[src/rtl/hbdt_pkg.sv]
package hbdt_pkg;

  typedef enum logic [1:0] {
    REQ_NONE = 2'b00,
    REQ_HS   = 2'b01,
    REQ_LS   = 2'b10,
    REQ_BOTH = 2'b11
  } hb_req_e;

  // Pin polarity: high side asserted low, low side asserted high.
  function automatic hb_req_e decode_req(input logic hs_n, input logic ls);
    return hb_req_e'({ls, ~hs_n});
  endfunction

  function automatic logic req_wants_hs(input hb_req_e r);
    return r[0];
  endfunction

  function automatic logic req_wants_ls(input hb_req_e r);
    return r[1];
  endfunction

endpackage

[src/rtl/hbdt_sync.sv]
module hbdt_sync #(
  parameter int unsigned   W       = 2,
  parameter int unsigned   STAGES  = 2,
  parameter logic [W-1:0]  RST_VAL = '0
) (
  input  logic         clk,
  input  logic         rst_n,
  input  logic [W-1:0] d,
  output logic [W-1:0] q
);

  logic [W-1:0] stg [STAGES];

  always_ff @(posedge clk or negedge rst_n) begin
    if (!rst_n) begin
      for (int i = 0; i < int'(STAGES); i++) stg[i] <= RST_VAL;
    end else begin
      stg[0] <= d;
      for (int i = 1; i < int'(STAGES); i++) stg[i] <= stg[i-1];
    end
  end

  assign q = stg[STAGES-1];

endmodule

[src/rtl/hbdt_gap_timer.sv]
module hbdt_gap_timer #(
  parameter int unsigned DT_W = 8
) (
  input  logic            clk,
  input  logic            rst_n,
  input  logic            load,
  input  logic [DT_W-1:0] load_val,
  input  logic            run,
  output logic            expired
);

  logic [DT_W-1:0] remain;

  always_ff @(posedge clk or negedge rst_n) begin
    if (!rst_n)                    remain <= '0;
    else if (load)                 remain <= load_val;
    else if (run && remain != '0)  remain <= remain - 1'b1;
  end

  assign expired = (remain == '0);

endmodule

[src/rtl/hbdt_gate_arbiter.sv]
module hbdt_gate_arbiter
  import hbdt_pkg::*;
#(
  parameter int unsigned DT_W = 8
) (
  input  hb_req_e         req,
  input  logic            req_chg,
  input  logic            allow_overlap,
  input  logic            force_off,
  input  logic [DT_W-1:0] dt_cycles,
  input  logic            hs_cur,
  input  logic            ls_cur,
  input  logic            gap_done,
  output logic            hs_nxt,
  output logic            ls_nxt,
  output logic            tmr_load,
  output logic [DT_W-1:0] tmr_val,
  output logic            tmr_run
);

  always_comb begin
    hs_nxt   = hs_cur;
    ls_nxt   = ls_cur;
    tmr_load = 1'b0;
    tmr_val  = dt_cycles;
    tmr_run  = 1'b0;

    if (force_off) begin
      hs_nxt   = 1'b0;
      ls_nxt   = 1'b0;
      tmr_load = 1'b1;
    end else if (allow_overlap) begin
      hs_nxt   = req_wants_hs(req);
      ls_nxt   = req_wants_ls(req);
      tmr_load = 1'b1;
      tmr_val  = '0;
    end else begin
      unique case (req)
        REQ_NONE: begin
          hs_nxt = 1'b0;
          ls_nxt = 1'b0;
          if (hs_cur || ls_cur) tmr_load = 1'b1;
          else                  tmr_run  = 1'b1;
        end
        REQ_BOTH: begin
          // hold present enables, timer frozen
        end
        REQ_HS: begin
          ls_nxt = 1'b0;
          if (ls_cur || req_chg) tmr_load = 1'b1;
          else if (!gap_done)    tmr_run  = 1'b1;
          else                   hs_nxt   = 1'b1;
        end
        REQ_LS: begin
          hs_nxt = 1'b0;
          if (hs_cur || req_chg) tmr_load = 1'b1;
          else if (!gap_done)    tmr_run  = 1'b1;
          else                   ls_nxt   = 1'b1;
        end
        default: ;
      endcase
    end
  end

endmodule

[src/rtl/hb_deadtime_ctrl.sv]
module hb_deadtime_ctrl
  import hbdt_pkg::*;
#(
  parameter int unsigned DT_W        = 8,
  parameter int unsigned SYNC_STAGES = 2
) (
  input  logic            clk,
  input  logic            rst_n,
  input  logic            hs_cmd_n,
  input  logic            ls_cmd,
  input  logic            allow_overlap,
  input  logic [DT_W-1:0] dt_cycles,
  input  logic            force_off,
  output logic            hs_en,
  output logic            ls_en
);

  localparam logic [1:0] CMD_IDLE = 2'b01; // {ls_cmd, hs_cmd_n} when off

  logic [1:0]      cmd_sync;
  hb_req_e         req_now;
  hb_req_e         req_q;
  logic            req_chg;
  logic            want_hs;
  logic            want_ls;
  logic            gap_done;
  logic            hs_nxt, ls_nxt;
  logic            tmr_load, tmr_run;
  logic [DT_W-1:0] tmr_val;

  hbdt_sync #(.W(2), .STAGES(SYNC_STAGES), .RST_VAL(CMD_IDLE)) u_sync (
    .clk   (clk),
    .rst_n (rst_n),
    .d     ({ls_cmd, hs_cmd_n}),
    .q     (cmd_sync)
  );

  assign req_now = decode_req(cmd_sync[0], cmd_sync[1]);
  assign want_hs = req_wants_hs(req_now);
  assign want_ls = req_wants_ls(req_now);
  assign req_chg = (req_now != req_q);

  hbdt_gap_timer #(.DT_W(DT_W)) u_timer (
    .clk      (clk),
    .rst_n    (rst_n),
    .load     (tmr_load),
    .load_val (tmr_val),
    .run      (tmr_run),
    .expired  (gap_done)
  );

  hbdt_gate_arbiter #(.DT_W(DT_W)) u_arb (
    .req           (req_now),
    .req_chg       (req_chg),
    .allow_overlap (allow_overlap),
    .force_off     (force_off),
    .dt_cycles     (dt_cycles),
    .hs_cur        (hs_en),
    .ls_cur        (ls_en),
    .gap_done      (gap_done),
    .hs_nxt        (hs_nxt),
    .ls_nxt        (ls_nxt),
    .tmr_load      (tmr_load),
    .tmr_val       (tmr_val),
    .tmr_run       (tmr_run)
  );

  always_ff @(posedge clk or negedge rst_n) begin
    if (!rst_n) begin
      hs_en <= 1'b0;
      ls_en <= 1'b0;
      req_q <= REQ_NONE;
    end else begin
      hs_en <= hs_nxt;
      ls_en <= ls_nxt;
      req_q <= req_now;
    end
  end

endmodule

[config.mk]
export PLATFORM = sky130hd
export DESIGN_NAME = hb_deadtime_ctrl
export DESIGN_NICKNAME = d
export VERILOG_FILES = /design/src/rtl/hbdt_pkg.sv /design/src/rtl/hbdt_sync.sv /design/src/rtl/hbdt_gap_timer.sv /design/src/rtl/hbdt_gate_arbiter.sv /design/src/rtl/hb_deadtime_ctrl.sv
export SDC_FILE = /design/constraint.sdc
export NUM_CORES = 1
export LEC_CHECK = 0
export ABC_AREA = 0
export BUFFER_PORTS_ARGS = -buffer_cell sky130_fd_sc_hd__buf_2
export CAP_MARGIN = 5
export CELL_PAD_IN_SITES_DETAIL_PLACEMENT = 1
export CELL_PAD_IN_SITES_GLOBAL_PLACEMENT = 2
export CORE_ASPECT_RATIO = 1.25
export CORE_MARGIN = 1
export CORE_UTILIZATION = 27
export DETAILED_ROUTE_END_ITERATION = 10
export GPL_TIMING_DRIVEN = 1
export PLACE_DENSITY = 0.63
export SYNTH_ARGS = -nofsm -noshare
export SYNTH_HDL_FRONTEND = slang
export SYNTH_SLANG_ARGS = --single-unit
[constraint.sdc]
create_clock -name clk -period 1.7 [get_ports clk]
set_input_delay 0.34 -clock clk [delete_from_list [all_inputs] [get_ports clk]]
set_output_delay 0.34 -clock clk [all_outputs]
set_load 0.1 [all_outputs]
==> results_dict.tcl <==
set metrics [dict create \
    drt-total-wl_um 2330 \
    fp.dieW_um 54.2 \
    wl_per_cell_um 15.3 \
    synth_top_area_share 0.380 \
    busiest_layer "met2" \
    cts_tree "done" \
    core_um2 3220 \
    cts_max_level 1 \
    cp.required_ns 1.87 \
    n_fill_cell 364 \
    drtIter0Drc 3 \
    violations "negative hold slack, negative setup slack" \
    setup_viol 1 \
    cts_hold_buf 0 \
    grt_antenna_before_repair 0 \
    die_area_um2 3650 \
    clockRootBuffer "clkbuf_8" \
    grt_pass1_wl_um 3970 \
    max_freq_ghz 0.588 \
    worst-path-buf-inv 0 \
    clk_pin_slew_ns 0.07 \
    num_antenna_cells 0 \
    synth_most_common_cell "dfrtp_1" \
    grt_pass1_vias 824 \
    period_needed_ns 1.70 \
    seq_area_frac_synth 0.438 \
    final_area_um2 1270 \
    clock_skew_ns 0.00864 \
    synth_edf_count 0 \
    status "complete, but fails checks" \
    clock-sinks 16 \
    r2r_start "ls_en" \
    grt_use_met1 0.181 \
    cp_cell_sequence "or2_4 -> a211oi_4 -> o21ai_2 -> mux2_4 -> mux2i_2" \
    num_vias 735 \
    finalCritPeriodShare 1.00 \
    grt_use_met3 0.0270 \
    synth_seq_cells 16 \
    insertion_delay_ns 0.25 \
    grt_start_max_net_pins 17 \
    synth.distinct_cells 34 \
    relSlewSlack 0.681 \
    cp-start-kind "flip-flop" \
    clockBufferDepth 2 \
    die_height_um 67.3 \
    syn_nets 100 \
    globalplace.congestion 0.747 \
    tightest_slew_ns 0.482 \
    ys_warn_count 0 \
    hold_ws_ns -0.00259 \
    synthArstFlopShare 1.00 \
    synthTopCellsByArea "dfrtp_1, mux2i_1, xor2_1" \
    use_met2 0.262 \
    layout_setup_ws_ns -0.00141 \
    finalMaxSlewViolations 0 \
    hpwl_um 1700 \
    avgSynthCellArea_um2 11.0 \
    synthCells 84 \
    power.leakage_nw 0.541 \
    final_nets 132 \
    first_pass_iters 4 \
    io_pins 16 \
    via_per_inst 4.84 \
    path_delay_family "flip-flops" \
    maxCapViolCount 0 \
    fp-row-count 23 \
    final_hold_viol_count 4 \
    worstSetupPathType "flip-flop to flip-flop" \
    critPathMaxStageDelay_ns 0.47 \
    endpoint_kind "flip-flop" \
    synth_commonest_cells "dfrtp_1, mux2i_1, nand2_1" \
    critPathMaxFanout 2 \
    power_density_nw_per_um2 817 \
    area_delta_synth_final_pct 38.2 \
    synth_area_um2 921 \
    start_util 0.286 \
    ys.flop_type "dfrtp_1" \
    rsz0062_at_grt "true" \
    fin_setup_tns_ns -0.00141 \
    cp.arrival_ns 1.87 \
    worst_ir_drop_vdd_uv 426 \
    drive_above_1_share 0.452 \
    port_buffers 15 \
    grt_remaining_overflow 0 \
    track_usage 0.156 \
    placed_cell_area_um2 1150 \
    cts_made_buffers 3 \
    cp_slowest_cell "dfrtp_4" \
    hold_class "primary input to asynchronous set/reset pin" \
    worstSetupStartpoint "ls_en" \
    synth_top_area_cell "dfrtp_1" \
    drc 0 \
    ant_nets 0 \
]
-- cell families after synthesis --
logic type	count (synthesis)	synth area share
buffers and inverters	6	0.0285
adders and majority gates	2	0.0272
and+or+nand+nor	28	0.175
AOI/OAI and AO/OA	15	0.152
xor gates and xnor gates	8	0.0761
muxes	9	0.103
DFF	16	0.438
-- area by class of cell --
cell class / count / area, um^2 / area share
clock buffers: 4 / 55.1 / 0.0433
well taps: 37 / 46.3 / 0.0364
inverters: 4 / 15.0 / 0.0118
flip-flops and latches: 16 / 409 / 0.322
multi-input cells: 62 / 534 / 0.420
repair buffers: 29 / 213 / 0.167
-- through the flow --
step                      power [W]  setup WS, ns   util  instances
after detailed placement   0.000681       -0.0657  0.357        146
after global placement     0.000676       -0.0415  0.357        146
after CTS                   0.00104       0.00129  0.385        151
after global routing        0.00110        -0.102  0.395        152
after floorplan            0.000585        -0.127      -         84
final                       0.00104      -0.00141  0.395        152
-- where the power goes --
part | internal, W | switching [W]
clock network | 0.000206 | 0.000139
registers | 0.000414 | 0.0000319
logic | 0.000121 | 0.000128
-- per-layer routing --
layer / wire length (um) / up-vias
li1: - / 362
met1: 969 / 353
met5: 0 / -
met4: 59 / 0
met3: 66 / 6
met2: 1240 / 14
-- final timing paths --
kind                       slack (ns)  cells past startpoint           endpoint
min in group clk                 0.19                      1      u_sync.stg[2]
max in group asynchronous        1.38                      1        u_sync.q[0]
setup reg to reg               -0.001                      5  u_timer.remain[1]
hold reg to reg                  0.36                      0        u_sync.q[0]
hold / removal                 -0.003                      1  u_timer.remain[7]
setup / recovery               -0.001                      5  u_timer.remain[1]
-- sequential cells by signal, indices dropped and copies added (netlist names) --
register	cells
u_sync.q	2
u_timer.remain	8
req_q	2
ls_en	1
u_sync.stg	2
hs_en	1
-- placed cells by master (no fill, tap or decap), drive strengths merged --
cell / instances
nor3b: 2
nor2b: 1
ha: 2
clkbuf: 4
or2b: 1
dfrtp: 14
and2: 1
xor2: 7
a21oi: 2
o21ai: 2
nor2: 5
inv: 4
o211ai: 4
nor3: 3
nand3b: 1
mux2i: 8
a32oi: 1
or3: 1
dfstp: 2
a311oi: 2
buf: 29
xnor2: 1
o2111ai: 1
mux2: 1
nand2b: 1
or2: 1
a211oi: 2
o22ai: 1
nor4: 3
nand2: 8
-- what timing repair did --
item / 4_1_cts / 5_1_grt
pin swaps: 0 / 3
setup buffers: 1 / 1
endpoints found under the setup margin: 8 / 8
resized for setup: 6 / 5
(Power assumes the default switching activity.)
